--- config.mk ---
export PLATFORM = sky130hd
export DESIGN_NAME = stc_stereo_ctrl
export DESIGN_NICKNAME = d
export VERILOG_FILES = /design/src/rtl/stc_pkg.sv /design/src/rtl/stc_write_snoop.sv /design/src/rtl/stc_activity.sv /design/src/rtl/stc_sync.sv /design/src/rtl/stc_router.sv /design/src/rtl/stc_stereo_ctrl.sv
export SDC_FILE = /design/constraint.sdc
export NUM_CORES = 1
export LEC_CHECK = 0
export ABC_AREA = 1
export ABC_CLOCK_PERIOD_IN_PS = 2900
export BUFFER_PORTS_ARGS = -buffer_cell sky130_fd_sc_hd__buf_2
export CAP_MARGIN = 0
export CORE_UTILIZATION = 44
export CTS_BUF_LIST = sky130_fd_sc_hd__clkbuf_16
export CTS_CLUSTER_SIZE = 28
export DETAILED_ROUTE_END_ITERATION = 16
export GPL_TIMING_DRIVEN = 1
export PLACE_DENSITY = 0.67
export REMOVE_ABC_BUFFERS = 1
export SLEW_MARGIN = 0
export SYNTH_ARGS = -nofsm -noshare
export SYNTH_HDL_FRONTEND = slang
export SYNTH_SLANG_ARGS = --single-unit
--- constraint.sdc ---
create_clock -name clk -period 2.9 [get_ports clk]
set_clock_uncertainty 0.2 [all_clocks]
set_input_delay 0.435 -clock clk [delete_from_list [all_inputs] [get_ports clk]]
set_output_delay 0.435 -clock clk [all_outputs]
set_load 0.005 [all_outputs]
--- src/rtl/stc_pkg.sv ---
package stc_pkg;

    typedef enum logic {
        DET_IDLE   = 1'b0,
        DET_ACTIVE = 1'b1
    } det_state_e;

    typedef enum logic {
        ROUTE_MONO   = 1'b0,
        ROUTE_STEREO = 1'b1
    } route_mode_e;

    typedef struct packed {
        logic wr_a;
        logic wr_b;
        logic qualify;
    } snoop_t;

    function automatic int unsigned idle_limit(input int unsigned hz, input int unsigned secs);
        return hz * secs;
    endfunction

endpackage

--- src/rtl/stc_write_snoop.sv ---
module stc_write_snoop
    import stc_pkg::*;
#(
    parameter int ADDR_W   = 5,
    parameter int DATA_W   = 8,
    parameter int SEL_BIT  = 4
) (
    input  logic              wr,
    input  logic [ADDR_W-1:0] addr,
    input  logic [DATA_W-1:0] wdata,
    output snoop_t            snoop
);
    localparam logic [DATA_W-1:0] FILL_LO = '0;
    localparam logic [DATA_W-1:0] FILL_HI = '1;

    logic to_b;
    logic filler;

    always_comb begin
        to_b          = addr[SEL_BIT];
        filler        = (wdata == FILL_LO) || (wdata == FILL_HI);
        snoop.wr_a    = wr && !to_b;
        snoop.wr_b    = wr && to_b;
        snoop.qualify = wr && to_b && !filler;
    end
endmodule

--- src/rtl/stc_activity.sv ---
module stc_activity
    import stc_pkg::*;
#(
    parameter int unsigned LIMIT = 1500000000
) (
    input  logic       clk,
    input  logic       rst,
    input  logic       qualify,
    output det_state_e state
);
    localparam int CNT_W = $clog2(LIMIT + 1);
    localparam logic [CNT_W-1:0] RELOAD = CNT_W'(LIMIT - 1);

    logic [CNT_W-1:0] remain;

    always_ff @(posedge clk) begin
        if (rst) begin
            state  <= DET_IDLE;
            remain <= '0;
        end else if (qualify) begin
            state  <= DET_ACTIVE;
            remain <= RELOAD;
        end else if (state == DET_ACTIVE) begin
            if (remain == '0) begin
                state <= DET_IDLE;
            end else begin
                remain <= remain - 1'b1;
            end
        end
    end
endmodule

--- src/rtl/stc_sync.sv ---
module stc_sync #(
    parameter int STAGES = 2
) (
    input  logic clk,
    input  logic rst,
    input  logic d,
    output logic q
);
    logic [STAGES-1:0] chain;

    generate
        if (STAGES == 1) begin : g_single
            always_ff @(posedge clk) begin
                if (rst) chain <= '0;
                else     chain <= d;
            end
        end else begin : g_multi
            always_ff @(posedge clk) begin
                if (rst) chain <= '0;
                else     chain <= {chain[STAGES-2:0], d};
            end
        end
    endgenerate

    assign q = chain[STAGES-1];
endmodule

--- src/rtl/stc_router.sv ---
module stc_router
    import stc_pkg::*;
#(
    parameter int SAMPLE_W = 12
) (
    input  logic                clk,
    input  logic                rst,
    input  det_state_e          det,
    input  logic                allow,
    input  logic [SAMPLE_W-1:0] src_a,
    input  logic [SAMPLE_W-1:0] src_b,
    output logic [SAMPLE_W-1:0] left_q,
    output logic [SAMPLE_W-1:0] right_q,
    output route_mode_e         mode
);
    route_mode_e next_mode;

    always_comb begin
        next_mode = (det == DET_ACTIVE && allow) ? ROUTE_STEREO : ROUTE_MONO;
    end

    always_ff @(posedge clk) begin
        if (rst) begin
            left_q  <= '0;
            right_q <= '0;
            mode    <= ROUTE_MONO;
        end else begin
            mode    <= next_mode;
            left_q  <= src_a;
            right_q <= (next_mode == ROUTE_STEREO) ? src_b : src_a;
        end
    end
endmodule

--- src/rtl/stc_stereo_ctrl.sv ---
module stc_stereo_ctrl
    import stc_pkg::*;
#(
    parameter int SAMPLE_W     = 12,
    parameter int ADDR_W       = 5,
    parameter int DATA_W       = 8,
    parameter int CHIP_SEL_BIT = 4,
    parameter int CLK_HZ       = 50000000,
    parameter int IDLE_SECONDS = 30,
    parameter int SYNC_STAGES  = 2
) (
    input  logic                clk,
    input  logic                rst,
    input  logic                bus_wr,
    input  logic [ADDR_W-1:0]   bus_addr,
    input  logic [DATA_W-1:0]   bus_wdata,
    output logic                chip_a_wr,
    output logic                chip_b_wr,
    input  logic                stereo_allow,
    input  logic                cfg_wr,
    input  logic                cfg_irq_en,
    input  logic [SAMPLE_W-1:0] chip_a_audio,
    input  logic [SAMPLE_W-1:0] chip_b_audio,
    input  logic                chip_b_irq,
    output logic                host_irq2,
    output logic [SAMPLE_W-1:0] left_out,
    output logic [SAMPLE_W-1:0] right_out,
    output logic                stereo_active
);
    localparam int unsigned IDLE_LIMIT = idle_limit(CLK_HZ, IDLE_SECONDS);

    snoop_t      snoop;
    det_state_e  det;
    logic        allow_s;
    route_mode_e mode;
    logic        irq_en_q;

    stc_write_snoop #(
        .ADDR_W (ADDR_W),
        .DATA_W (DATA_W),
        .SEL_BIT(CHIP_SEL_BIT)
    ) u_snoop (
        .wr   (bus_wr),
        .addr (bus_addr),
        .wdata(bus_wdata),
        .snoop(snoop)
    );

    stc_activity #(
        .LIMIT(IDLE_LIMIT)
    ) u_act (
        .clk    (clk),
        .rst    (rst),
        .qualify(snoop.qualify),
        .state  (det)
    );

    stc_sync #(
        .STAGES(SYNC_STAGES)
    ) u_sync (
        .clk(clk),
        .rst(rst),
        .d  (stereo_allow),
        .q  (allow_s)
    );

    stc_router #(
        .SAMPLE_W(SAMPLE_W)
    ) u_route (
        .clk    (clk),
        .rst    (rst),
        .det    (det),
        .allow  (allow_s),
        .src_a  (chip_a_audio),
        .src_b  (chip_b_audio),
        .left_q (left_out),
        .right_q(right_out),
        .mode   (mode)
    );

    always_ff @(posedge clk) begin
        if (rst)         irq_en_q <= 1'b0;
        else if (cfg_wr) irq_en_q <= cfg_irq_en;
    end

    assign chip_a_wr     = snoop.wr_a;
    assign chip_b_wr     = snoop.wr_b;
    assign host_irq2     = chip_b_irq && irq_en_q;
    assign stereo_active = (mode == ROUTE_STEREO);
endmodule

==> results.py <==
metrics = {
    "floorplan": {
        "core_mm2": 0.00691,
        "die_h_um": 87.1,
        "start_util_pct": 46.1,
        "pin_count": 72,
        "die_area_mm2": 0.00758,
        "die_w_um": 87.1,
        "rows": 30,
    },
    "setup_path": {
        "setup.worst_path.end_class": "flop",
        "cpPeakStageDelay_ns": 0.33,
        "startpoint": "u_act.remain[0]",
        "cp_max_fo": 5,
        "crit_path_start_kind": "flop",
        "cpMaxStageDelayCell": "nor2_1",
        "path_buf_inv": 3,
        "reg2reg_to": "u_act.remain[30]",
        "arrival_ns": 2.20,
        "critPathTopFamily": "simple AND/OR/NAND/NOR gates",
        "worst-setup-path-type": "flop to flop",
        "cp_cell_sequence": "inv_1, ha_1, nand2_1, inv_1, nand2_1, nor2_1, nand3_1, nand4_1, nand3_1, nand2_1, inv_1",
        "r2r-start": "u_act.remain[0]",
        "critical_path_required_ns": 2.92,
        "rrSetupSlack_ns": 0.72,
        "worstRegToRegCells": 11,
    },
    "logic_synthesis": {
        "syn-mean-instance-area_um2": 6.60,
        "synth_cell_type_count": 26,
        "seq_area_frac_synth_pct": 37.7,
        "yosysTopAreaCell": "dfxtp_1",
        "synth_seq_cells": 60,
        "ys.flop_type": "dfxtp_1",
        "synth_edf_count": 0,
        "yosysMostFrequentCell": "nand2_1",
        "netlist_instances": 482,
        "synth_top_area_share_pct": 37.7,
        "yosysWarnings": 0,
        "async_flop_share_pct": 0,
        "synthTopCellsByArea": "dfxtp_1 (38%), nand2_1 (14%), nor2_1 (9.4%), inv_1 (7.8%), nand3_1 (7.1%)",
        "synth_commonest_cells": "nand2_1 (118), nor2_1 (80), inv_1 (66)",
        "synth_area_mm2": 0.00318,
    },
    "global_route": {
        "grt_pass1_vias": 3004,
        "grt-ovfl-total": 0,
        "grt_max_degree": 23,
        "grtUsageTotal_pct": 22.5,
        "antenna_found_initial": 0,
        "grt_first_pass_wirelength_um": 13200,
    },
    "timing": {
        "post-route-period-util_pct": 75.3,
        "worst_pin_slew_ns": 0.926,
        "slew_headroom_pct": 38.0,
        "rsz0062_at_grt": "no",
        "hold_violations": 0,
        "whs_ns": 0.101,
        "timing.fmax_ghz": 0.458,
        "period_minus_slack_ns": 2.18,
        "slew_viol_final": 0,
        "setup_violations": 0,
    },
    "hold_path": {
        "holdPathEnd": "irq_en_q",
        "hold-path-cell-count": 2,
        "hold_class": "input pin to flop",
        "hold_start": "cfg_wr",
    },
    "cts": {
        "cts_max_level": 3,
        "numCtsBuffers": 9,
        "cts_tree": "built",
        "cts.sinks": 60,
        "cts-resized-gates": 0,
        "clock_latency_ns": 0.32,
        "cts_buffer_depth": 2,
        "holdBufCountCts": 0,
        "cts_root_buf": "clkbuf_16",
        "cts_setup_buffers": 0,
        "clk_pin_slew_ns": 0.05,
    },
    "place": {
        "hpwlAfterDp_um": 5750,
        "dp_cells": 635,
        "io_buffer_count": 67,
        "gp_congestion": 0.924,
    },
    "detailed_routing": {
        "antenna_left": 0,
        "dr.pass1.iters": 4,
        "drt_iter0_drc": 175,
        "routed_wirelength_um": 7560,
        "vias": 3100,
        "via_per_inst": 4.76,
        "drcViolationCount": 0,
        "wl_per_cell_um": 11.6,
    },
    "final_layout": {
        "nets": 596,
        "fin_cells": 651,
        "area_growth_pct": 22.3,
        "post-route-util_pct": 56.4,
        "drive_gt1_share_pct": 21.3,
        "n_antenna_cell": 0,
    },
    "pwr": {
        "power.total_mw": 2.40,
        "vdd_drop_max_uv": 371,
        "power_density_mw_per_mm2": 616,
        "power.leakage_nw": 2.08,
    },
    "job": {
        "max_cap_viol_count": 0,
    },
    "run_status": {
        "status": "finished clean",
    },
}
==> layer usage <==
metal	wire, µm	GRT usage, %
met1	3520	27.6
met5	0	0
met3	490	6.82
met2	3450	36.5
met4	105	9.24
==> layout by cell type (no fill, tap or decap) <==
master      instances
and2_4              1
bufinv_16           1
nor2_2              7
or2_2               1
xnor2_1             1
nand2_1           118
ha_1                2
o211ai_1            1
nand2_4             2
nand2_2             4
o22a_1             12
o21ai_0             6
inv_1              66
buf_2              67
clkbuf_16           9
o21ai_2             1
clkinvlp_4          3
buf_4               6
a21oi_2             4
nand3_1            45
nor2_4              3
inv_2               6
a21oi_1            16
dfxtp_1            60
xor2_1             13
nor2_1             80
clkinv_2            3
nand4_1            17
==> logic make-up after synthesis <==
| group | share of synthesized area (%) |
|---|---|
| AND/OR/NAND/NOR | 38.2 |
| flip-flops | 37.7 |
| buffers and inverters | 11.2 |
| AO/OA/AOI/OAI | 8.25 |
| adder cells (fa/ha/maj) | 0.786 |
| XOR/XNOR | 3.85 |
==> area by class of cell <==
cell class              count  area (µm²)
repair buffers             73         380
clock buffers               9         225
inverters                  72         270
fillers                   688        3010
multi-input cells         334        1630
well taps                  96         120
flip-flops and latches     60        1200
clock inverters             7        67.6
==> power breakdown <==
group | internal (mW) | switching (mW)
clock network | 0.658 | 0.370
logic | 0.168 | 0.292
registers | 0.874 | 0.0348
total | 1.70 | 0.697
==> flip-flops by register name, summed over array words and instances (netlist names) <==
signal           count
irq_en_q             1
u_sync.chain         2
u_route.mode         1
u_act.state          1
u_route.right_q     12
u_route.left_q      12
u_act.remain        31
==> per-stage QoR <==
stage | worst slack (ns) | setup TNS [ns] | instance area, µm²
5_1_grt | 0.474 | 0 | 3890
6_report | 0.716 | 0 | 3890
2_1_floorplan | -0.426 | -6.23 | 3100
4_1_cts | 0.716 | 0 | 3890
3_5_place_dp | 0.693 | 0 | 3600
3_3_place_gp | 0.732 | 0 | 3600
==> how the worst max path moves through the flow <==
stage          cells after the start          endpoint
2_1_floorplan                      4  u_act.remain[12]
4_1_cts                           13  u_act.remain[19]
3_5_place_dp                       5  u_act.remain[26]
5_1_grt                           11  u_act.remain[30]
6_report                          11  u_act.remain[30]
3_3_place_gp                      13  u_act.remain[19]
Power figures use the tool's default switching activity.
